### config.mk
export PLATFORM = sky130hd
export DESIGN_NAME = msg_mailbox
export DESIGN_NICKNAME = d
export VERILOG_FILES = /design/src/rtl/mbx_pkg.sv /design/src/rtl/mbx_rst_sync.sv /design/src/rtl/mbx_fifo.sv /design/src/rtl/mbx_pending.sv /design/src/rtl/mbx_irq_flags.sv /design/src/rtl/msg_mailbox.sv
export SDC_FILE = /design/constraint.sdc
export NUM_CORES = 1
export LEC_CHECK = 0
export ABC_AREA = 0
export CORE_MARGIN = 2
export CORE_UTILIZATION = 50
export DETAILED_ROUTE_END_ITERATION = 8
export HOLD_SLACK_MARGIN = 0.02
export PLACE_DENSITY = 0.89
export SYNTH_ARGS = -nofsm -noshare
export SYNTH_HDL_FRONTEND = slang
export SYNTH_HIERARCHICAL = 1
export SYNTH_SLANG_ARGS = --single-unit
### constraint.sdc
create_clock -name clk -period 1.6 [get_ports clk]
set_input_delay 0.24 -clock clk [delete_from_list [all_inputs] [get_ports clk]]
set_output_delay 0.24 -clock clk [all_outputs]
set_load 0.02 [all_outputs]
### src/rtl/mbx_pkg.sv
package mbx_pkg;

  localparam int REG_W = 32;

  typedef enum logic [1:0] {
    REG_DATA = 2'd0,
    REG_STAT = 2'd1,
    REG_CTRL = 2'd2,
    REG_MBOX = 2'd3
  } mbx_reg_e;

  // status word bit positions
  localparam int ST_OUT_NE  = 16;
  localparam int ST_IN_NF   = 17;
  localparam int ST_OUT_NF  = 18;
  localparam int ST_IN_NE   = 19;
  localparam int ST_FLAG_LO = 20;

  // control word bit positions
  localparam int CT_OUT_IE = 16;
  localparam int CT_IN_IE  = 17;
  localparam int CT_MB_IE  = 20;
  localparam int CT_WD_IE  = 23;
  localparam int CT_OUT_WE = 24;
  localparam int CT_IN_WE  = 25;

  localparam logic [REG_W-1:0] CTL_MASK  = 32'h0393_0000;
  localparam logic [REG_W-1:0] CTL_RESET = 32'h0300_0000;

  // interrupt flag index inside the four-bit flag group
  localparam int NFLAG  = 4;
  localparam int FL_MB  = 0;
  localparam int FL_IN  = 1;
  localparam int FL_OUT = 2;
  localparam int FL_WD  = 3;

endpackage

### src/rtl/mbx_rst_sync.sv
module mbx_rst_sync #(
  parameter int STAGES = 2
) (
  input  logic clk,
  input  logic arst_n,
  output logic rst_q
);

  logic [STAGES-1:0] chain_q;
  logic [STAGES-1:0] chain_d;

  always_comb begin
    chain_d = {chain_q[STAGES-2:0], 1'b1};
  end

  always_ff @(posedge clk or negedge arst_n) begin
    if (!arst_n) begin
      chain_q <= '0;
    end else begin
      chain_q <= chain_d;
    end
  end

  assign rst_q = chain_q[STAGES-1];

endmodule

### src/rtl/mbx_fifo.sv
module mbx_fifo #(
  parameter int W     = 32,
  parameter int DEPTH = 2,
  localparam int AW   = (DEPTH > 1) ? $clog2(DEPTH) : 1,
  localparam int CW   = $clog2(DEPTH + 1)
) (
  input  logic          clk,
  input  logic          rst_n,
  input  logic          push,
  input  logic [W-1:0]  push_data,
  input  logic          pop,
  output logic [W-1:0]  head,
  output logic [CW-1:0] count,
  output logic          full,
  output logic          empty
);

  logic [W-1:0]  mem [DEPTH];
  logic [AW-1:0] wr_ptr_q, wr_ptr_d;
  logic [AW-1:0] rd_ptr_q, rd_ptr_d;
  logic [CW-1:0] cnt_q, cnt_d;
  logic          do_push, do_pop;

  function automatic logic [AW-1:0] ptr_inc(input logic [AW-1:0] p);
    if (p == AW'(DEPTH - 1)) begin
      return '0;
    end
    return p + AW'(1);
  endfunction

  assign full    = (cnt_q == CW'(DEPTH));
  assign empty   = (cnt_q == '0);
  assign do_push = push && !full;
  assign do_pop  = pop && !empty;

  always_comb begin
    wr_ptr_d = wr_ptr_q;
    rd_ptr_d = rd_ptr_q;
    cnt_d    = cnt_q;
    if (do_push) begin
      wr_ptr_d = ptr_inc(wr_ptr_q);
    end
    if (do_pop) begin
      rd_ptr_d = ptr_inc(rd_ptr_q);
    end
    case ({do_push, do_pop})
      2'b10:   cnt_d = cnt_q + CW'(1);
      2'b01:   cnt_d = cnt_q - CW'(1);
      default: cnt_d = cnt_q;
    endcase
  end

  always_ff @(posedge clk or negedge rst_n) begin
    if (!rst_n) begin
      wr_ptr_q <= '0;
      rd_ptr_q <= '0;
      cnt_q    <= '0;
    end else if (do_push || do_pop) begin
      wr_ptr_q <= wr_ptr_d;
      rd_ptr_q <= rd_ptr_d;
      cnt_q    <= cnt_d;
    end
  end

  for (genvar i = 0; i < DEPTH; i++) begin : g_slot
    logic slot_we;
    assign slot_we = do_push && (wr_ptr_q == AW'(i));
    always_ff @(posedge clk) begin
      if (slot_we) begin
        mem[i] <= push_data;
      end
    end
  end

  assign head  = empty ? '0 : mem[rd_ptr_q];
  assign count = cnt_q;

endmodule

### src/rtl/mbx_pending.sv
module mbx_pending #(
  parameter int MBW = 16
) (
  input  logic           clk,
  input  logic           rst_n,
  input  logic [MBW-1:0] set_bits,
  input  logic           clr_en,
  input  logic [MBW-1:0] clr_bits,
  output logic [MBW-1:0] pend
);

  logic [MBW-1:0] pend_q, pend_d;
  logic [MBW-1:0] clr_mask;
  logic           upd;

  assign clr_mask = clr_en ? clr_bits : '0;
  assign upd      = clr_en || (set_bits != '0);

  always_comb begin
    pend_d = (pend_q & ~clr_mask) | set_bits;
  end

  always_ff @(posedge clk or negedge rst_n) begin
    if (!rst_n) begin
      pend_q <= '0;
    end else if (upd) begin
      pend_q <= pend_d;
    end
  end

  assign pend = pend_q;

endmodule

### src/rtl/mbx_irq_flags.sv
module mbx_irq_flags #(
  parameter int NF = 4
) (
  input  logic          clk,
  input  logic          rst_n,
  input  logic [NF-1:0] cond,
  input  logic [NF-1:0] enable,
  input  logic          clr_en,
  input  logic [NF-1:0] clr_bits,
  output logic [NF-1:0] flags,
  output logic          irq
);

  logic [NF-1:0] flag_q, flag_d;

  for (genvar k = 0; k < NF; k++) begin : g_flag
    always_comb begin
      flag_d[k] = flag_q[k];
      if (clr_en && clr_bits[k]) begin
        flag_d[k] = 1'b0;
      end
      if (cond[k] && enable[k]) begin
        flag_d[k] = 1'b1;
      end
    end
  end

  always_ff @(posedge clk or negedge rst_n) begin
    if (!rst_n) begin
      flag_q <= '0;
    end else begin
      flag_q <= flag_d;
    end
  end

  assign flags = flag_q;
  assign irq   = |flag_q;

endmodule

### src/rtl/msg_mailbox.sv
module msg_mailbox
  import mbx_pkg::*;
#(
  parameter int DEPTH = 2,
  parameter int MBW   = 16,
  localparam int CW   = $clog2(DEPTH + 1)
) (
  input  logic             clk,
  input  logic             rst_n,
  input  logic             host_en,
  input  logic             host_we,
  input  logic [1:0]       host_addr,
  input  logic [REG_W-1:0] host_wdata,
  output logic [REG_W-1:0] host_rdata,
  input  logic             core_in_pop,
  output logic             core_in_valid,
  output logic [REG_W-1:0] core_in_data,
  input  logic             core_out_push,
  input  logic [REG_W-1:0] core_out_data,
  output logic             core_out_ready,
  input  logic [MBW-1:0]   core_mbox_set,
  input  logic             core_watch,
  output logic             irq
);

  logic             rst_q;
  logic [REG_W-1:0] ctl_q, ctl_d;
  logic             ctl_wr, stat_wr, mbox_wr, data_wr, data_rd;
  logic             in_push, out_push;
  logic [REG_W-1:0] out_head;
  logic [CW-1:0]    in_cnt, out_cnt;
  logic             in_full, in_empty, out_full, out_empty;
  logic [MBW-1:0]   mbox_pend;
  logic [NFLAG-1:0] irq_cond, irq_en, irq_flags;
  logic [REG_W-1:0] stat_word;

  mbx_rst_sync #(.STAGES(2)) u_rst (
    .clk    (clk),
    .arst_n (rst_n),
    .rst_q  (rst_q)
  );

  // host access decode
  assign data_wr = host_en &&  host_we && (host_addr == REG_DATA);
  assign data_rd = host_en && !host_we && (host_addr == REG_DATA);
  assign stat_wr = host_en &&  host_we && (host_addr == REG_STAT);
  assign ctl_wr  = host_en &&  host_we && (host_addr == REG_CTRL);
  assign mbox_wr = host_en &&  host_we && (host_addr == REG_MBOX);

  assign in_push  = data_wr && ctl_q[CT_IN_WE];
  assign out_push = core_out_push && ctl_q[CT_OUT_WE];

  // control register
  always_comb begin
    ctl_d = ctl_q;
    if (ctl_wr) begin
      ctl_d = host_wdata & CTL_MASK;
    end
  end

  always_ff @(posedge clk or negedge rst_q) begin
    if (!rst_q) begin
      ctl_q <= CTL_RESET;
    end else if (ctl_wr) begin
      ctl_q <= ctl_d;
    end
  end

  // host to core queue
  mbx_fifo #(.W(REG_W), .DEPTH(DEPTH)) u_in_q (
    .clk       (clk),
    .rst_n     (rst_q),
    .push      (in_push),
    .push_data (host_wdata),
    .pop       (core_in_pop),
    .head      (core_in_data),
    .count     (in_cnt),
    .full      (in_full),
    .empty     (in_empty)
  );

  // core to host queue
  mbx_fifo #(.W(REG_W), .DEPTH(DEPTH)) u_out_q (
    .clk       (clk),
    .rst_n     (rst_q),
    .push      (out_push),
    .push_data (core_out_data),
    .pop       (data_rd),
    .head      (out_head),
    .count     (out_cnt),
    .full      (out_full),
    .empty     (out_empty)
  );

  assign core_in_valid  = !in_empty;
  assign core_out_ready = !out_full;

  mbx_pending #(.MBW(MBW)) u_pend (
    .clk      (clk),
    .rst_n    (rst_q),
    .set_bits (core_mbox_set),
    .clr_en   (mbox_wr),
    .clr_bits (host_wdata[MBW-1:0]),
    .pend     (mbox_pend)
  );

  // interrupt conditions and enables
  always_comb begin
    irq_cond         = '0;
    irq_cond[FL_MB]  = (mbox_pend != '0);
    irq_cond[FL_IN]  = in_empty;
    irq_cond[FL_OUT] = out_full;
    irq_cond[FL_WD]  = core_watch;
    irq_en           = '0;
    irq_en[FL_MB]    = ctl_q[CT_MB_IE];
    irq_en[FL_IN]    = ctl_q[CT_IN_IE];
    irq_en[FL_OUT]   = ctl_q[CT_OUT_IE];
    irq_en[FL_WD]    = ctl_q[CT_WD_IE];
  end

  mbx_irq_flags #(.NF(NFLAG)) u_irq (
    .clk      (clk),
    .rst_n    (rst_q),
    .cond     (irq_cond),
    .enable   (irq_en),
    .clr_en   (stat_wr),
    .clr_bits (host_wdata[ST_FLAG_LO +: NFLAG]),
    .flags    (irq_flags),
    .irq      (irq)
  );

  // status word
  always_comb begin
    stat_word                          = '0;
    stat_word[ST_OUT_NE]               = !out_empty;
    stat_word[ST_IN_NF]                = !in_full;
    stat_word[ST_OUT_NF]               = !out_full;
    stat_word[ST_IN_NE]                = !in_empty;
    stat_word[ST_FLAG_LO +: NFLAG]     = irq_flags;
  end

  // read mux
  always_comb begin
    case (host_addr)
      REG_DATA: host_rdata = out_head;
      REG_STAT: host_rdata = stat_word;
      REG_CTRL: host_rdata = ctl_q;
      default:  host_rdata = REG_W'(mbox_pend);
    endcase
  end

endmodule

==> run_summary.xml <==
<?xml version="1.0" encoding="UTF-8"?>
<metrics>
  <group name="synth">
    <metric name="syn_nets" unit="">543</metric>
    <metric name="synth_sequential_area_ratio" unit="%">70.06</metric>
    <metric name="postSynthRegisterBits" unit="">164</metric>
    <metric name="synthesis.area" unit="sq mm">0.006775</metric>
    <metric name="async_s_r_ff_share_synth" unit="%">21.95</metric>
    <metric name="cell_count_after_synthesis" unit="">452</metric>
    <metric name="most_used_flip_flop_cell_after_synthesis" unit="">edfxtp_1</metric>
    <metric name="synthesis.area_per_instance" unit="sq um">14.99</metric>
    <metric name="synth_cell_types" unit="">35</metric>
    <metric name="synth_edf_count" unit="">128</metric>
    <metric name="ys_warn_count" unit="">6</metric>
  </group>
  <group name="place">
    <metric name="place_inst" unit="">802</metric>
    <metric name="detailed_place_hpwl" unit="mm">11.15</metric>
    <metric name="gp_routability_congestion" unit="">0.9647</metric>
    <metric name="buffer_ports.inserted" unit="">155</metric>
  </group>
  <group name="routing">
    <metric name="dr.first_iter.drc_count" unit="">357</metric>
    <metric name="route.detailed.vias_per_inst" unit="">5.300</metric>
    <metric name="detail_route.drc_violations" unit="">0</metric>
    <metric name="first_pass_iters" unit="">5</metric>
    <metric name="detail_route.wl_per_cell" unit="um">19.86</metric>
    <metric name="number_of_antenna_violating_nets_in_the_routed_design" unit="">0</metric>
    <metric name="wl" unit="mm">17.32</metric>
    <metric name="route.vias.total" unit="">4622</metric>
  </group>
  <group name="sta">
    <metric name="period_minus_slack" unit="ns">2.106</metric>
    <metric name="tns" unit="ns">-19.00</metric>
    <metric name="final.setup_skew" unit="ns">0.005796</metric>
    <metric name="hold_slack" unit="ns">0.2881</metric>
    <metric name="final_report_max_slew_violation_count" unit="">0</metric>
    <metric name="fmax" unit="GHz">0.4749</metric>
    <metric name="hold_viol_final" unit="">0</metric>
    <metric name="rsz0062_at_grt" unit="">true</metric>
    <metric name="setup-violations-final" unit="">66</metric>
    <metric name="final.period_utilization" unit="%">131.6</metric>
    <metric name="final_critical_path_setup_slack" unit="ns">-0.5055</metric>
  </group>
  <group name="status">
    <metric name="failing_checks" unit="">setup timing</metric>
    <metric name="run_status" unit="">complete, but fails checks</metric>
  </group>
  <group name="clock_network">
    <metric name="ctsLongestPathBuffers" unit="">2</metric>
    <metric name="cts.htree.levels" unit="">4</metric>
    <metric name="cts_sinks" unit="">164</metric>
    <metric name="clkTransAtPathRegs" unit="ns">0.06</metric>
    <metric name="cts_tree" unit="">built</metric>
    <metric name="cts_buffers" unit="">17</metric>
    <metric name="cts_root_buffer" unit="">clkbuf_16</metric>
    <metric name="clkLatencyLatePin" unit="ns">0.41</metric>
  </group>
  <group name="final_layout">
    <metric name="finish.net_count" unit="">774</metric>
    <metric name="layout_common_cells" unit="">edfxtp_1 (128), clkdlybuf4s50_1 (86), buf_4 (65)</metric>
    <metric name="final_util" unit="%">75.79</metric>
    <metric name="final_non_filler_cell_total" unit="">872</metric>
    <metric name="layout-drive-gt1-share" unit="%">34.34</metric>
    <metric name="area_grow_syn2layout" unit="%">48.14</metric>
    <metric name="antenna_cells" unit="">0</metric>
    <metric name="fill_cells" unit="">806</metric>
    <metric name="leading_cell_type_in_the_layout_fill_and_taps_excluded" unit="">edfxtp_1</metric>
  </group>
  <group name="die">
    <metric name="design.core.area" unit="sq mm">0.01324</metric>
    <metric name="die_x" unit="um">120.4</metric>
    <metric name="std_cell_rows" unit="">42</metric>
    <metric name="start_util" unit="%">51.16</metric>
    <metric name="dieHeight" unit="um">120.4</metric>
    <metric name="io-pin-count" unit="">156</metric>
    <metric name="die-area" unit="sq mm">0.01450</metric>
  </group>
  <group name="global_routing">
    <metric name="pin_count_of_the_biggest_net_entering_global_routing" unit="">35</metric>
    <metric name="grt_pass1_vias" unit="">4765</metric>
    <metric name="grt_use_total" unit="%">23.49</metric>
    <metric name="grt_overflow" unit="">0</metric>
    <metric name="grt_pass1_wl" unit="mm">25.54</metric>
    <metric name="antenna_found_initial" unit="">0</metric>
  </group>
  <group name="setup_path">
    <metric name="timing.critical_path.required" unit="ns">1.36</metric>
    <metric name="timing.critical_path.to_type" unit="">primary output</metric>
    <metric name="worst-endpoint-arrival" unit="ns">1.87</metric>
    <metric name="timing.critical_path.from_type" unit="">flip-flop</metric>
    <metric name="criticalPathCategory" unit="">reg -&gt; out</metric>
    <metric name="critical_path.max_fanout" unit="">8</metric>
  </group>
  <group name="power_and_ir_drop">
    <metric name="power.density" unit="mW/mm^2">1625</metric>
    <metric name="p_leak" unit="nW">3.926</metric>
    <metric name="totalPowerFinal" unit="mW">16.31</metric>
    <metric name="largest_vdd_supply_drop" unit="V">0.0009052</metric>
  </group>
  <group name="run">
    <metric name="cap_viol_max_count" unit="">0</metric>
  </group>
  <group name="worst_hold_path">
    <metric name="worst_min_delay_path_category" unit="">reg -&gt; async</metric>
  </group>
</metrics>
-- registers in the layout (all words and copies together) (netlist names) --
signal            cells
u_in_q/wr_ptr_q       1
u_out_q/count         2
u_out_q/mem          64
u_out_q/rd_ptr_q      1
u_in_q/mem           64
u_in_q/count          2
u_out_q/wr_ptr_q      1
ctl_q                 6
u_pend/pend          16
u_rst/chain_q         2
u_in_q/rd_ptr_q       1
u_irq/flags           4
-- final timing paths --
path                                              start                           end  cells past startpoint  slack [ns]
max                        u_out_q/rd_ptr_q$_DFFE_PN0P_                host_rdata[16]                      6       -0.51
min                          u_rst/chain_q[1]$_DFF_PN0_   u_in_q/rd_ptr_q$_DFFE_PN0P_                      1        0.29
max reg2reg                u_out_q/count[0]$_DFFE_PN0P_   u_out_q/mem[0][3]$_DFFE_PP_                      6        0.06
min reg2reg                  u_rst/chain_q[1]$_DFF_PN0_   u_in_q/rd_ptr_q$_DFFE_PN0P_                      1        0.29
max in group asynchronous    u_rst/chain_q[1]$_DFF_PN0_  u_out_q/rd_ptr_q$_DFFE_PN0P_                      1        0.95
min in group clk             u_rst/chain_q[0]$_DFF_PN0_    u_rst/chain_q[1]$_DFF_PN0_                      0        0.35
-- cells by family after synthesis --
logic type,synth area share (%)
compound gates,4.968
xor+xnor,1.293
fa+ha+maj,0.3693
buf+inv,2.973
flops,70.06
mux,11.63
other cells,0.05535
simple gates,8.643
-- critical path: stages, from the launching register on --
cell,delay (ns)
dfrtp_2,0.44
buf_12,0.17
mux2i_2,0.25
nor2_1,0.06
mux2i_1,0.22
o22ai_1,0.13
buf_2,0.18
-- timing repair --
item / 4_1_cts / 5_1_grt
gates cloned: 4 / 2
endpoints found under the hold margin: 2 / 0
gates resized for setup: 363 / 79
hold buffers: 1 / 0
endpoints found under the setup margin: 72 / 68
buffers inserted: 21 / 14
pin swaps: 26 / 32
-- final cells by class --
type | instances | area [sq um] | area share (%)
Timing Repair Buffer | 235 | 2426 | 24.17
Clock inverter | 15 | 142.6 | 1.421
Sequential cell | 164 | 4750 | 47.32
Tap cell | 176 | 220.2 | 2.194
Multi-Input combinational cell | 261 | 2058 | 20.51
Inverter | 4 | 15.01 | 0.1496
Clock buffer | 17 | 425.4 | 4.238
-- routing by layer --
metal,vias to the layer above,wire length [um],track usage [%]
met4,0,524,9.012
met1,2276,6596,28.76
met5,-,0,0
met3,49,869,5.283
met2,176,9327,40.64
li1,2121,-,-
-- where the power goes --
part	total, mW	leakage, nW	internal [mW]	switching [mW]
clock network	3.88	0.275	2.18	1.70
logic	7.06	2.13	3.78	3.28
registers	5.37	1.53	5.07	0.302
-- cell usage after synthesis, drive strengths merged (6+ instances only) --
| cell | n | area, sq um |
|---|---|---|
| edfxtp | 128 | 3844 |
| nor2 | 75 | 286.5 |
| mux2i | 72 | 720.7 |
| dfrtp | 34 | 850.8 |
| buf | 23 | 186.4 |
| nand2 | 22 | 82.58 |
| a22o | 20 | 176.4 |
| a21o | 16 | 120.1 |
| and2 | 8 | 52.55 |
| nand2b | 7 | 43.79 |
| mux2 | 6 | 67.56 |
| xnor2 | 6 | 52.55 |
-- per-stage QoR --
step	setup WS (ns)	area [sq um]
finish	-0.5055	10040
global route	-0.5685	10040
CTS	-0.4671	9689
detailed placement	-0.6932	8841
global placement	-0.6328	8841
floorplan	-0.09904	6813
Power figures use the tool's default switching activity.
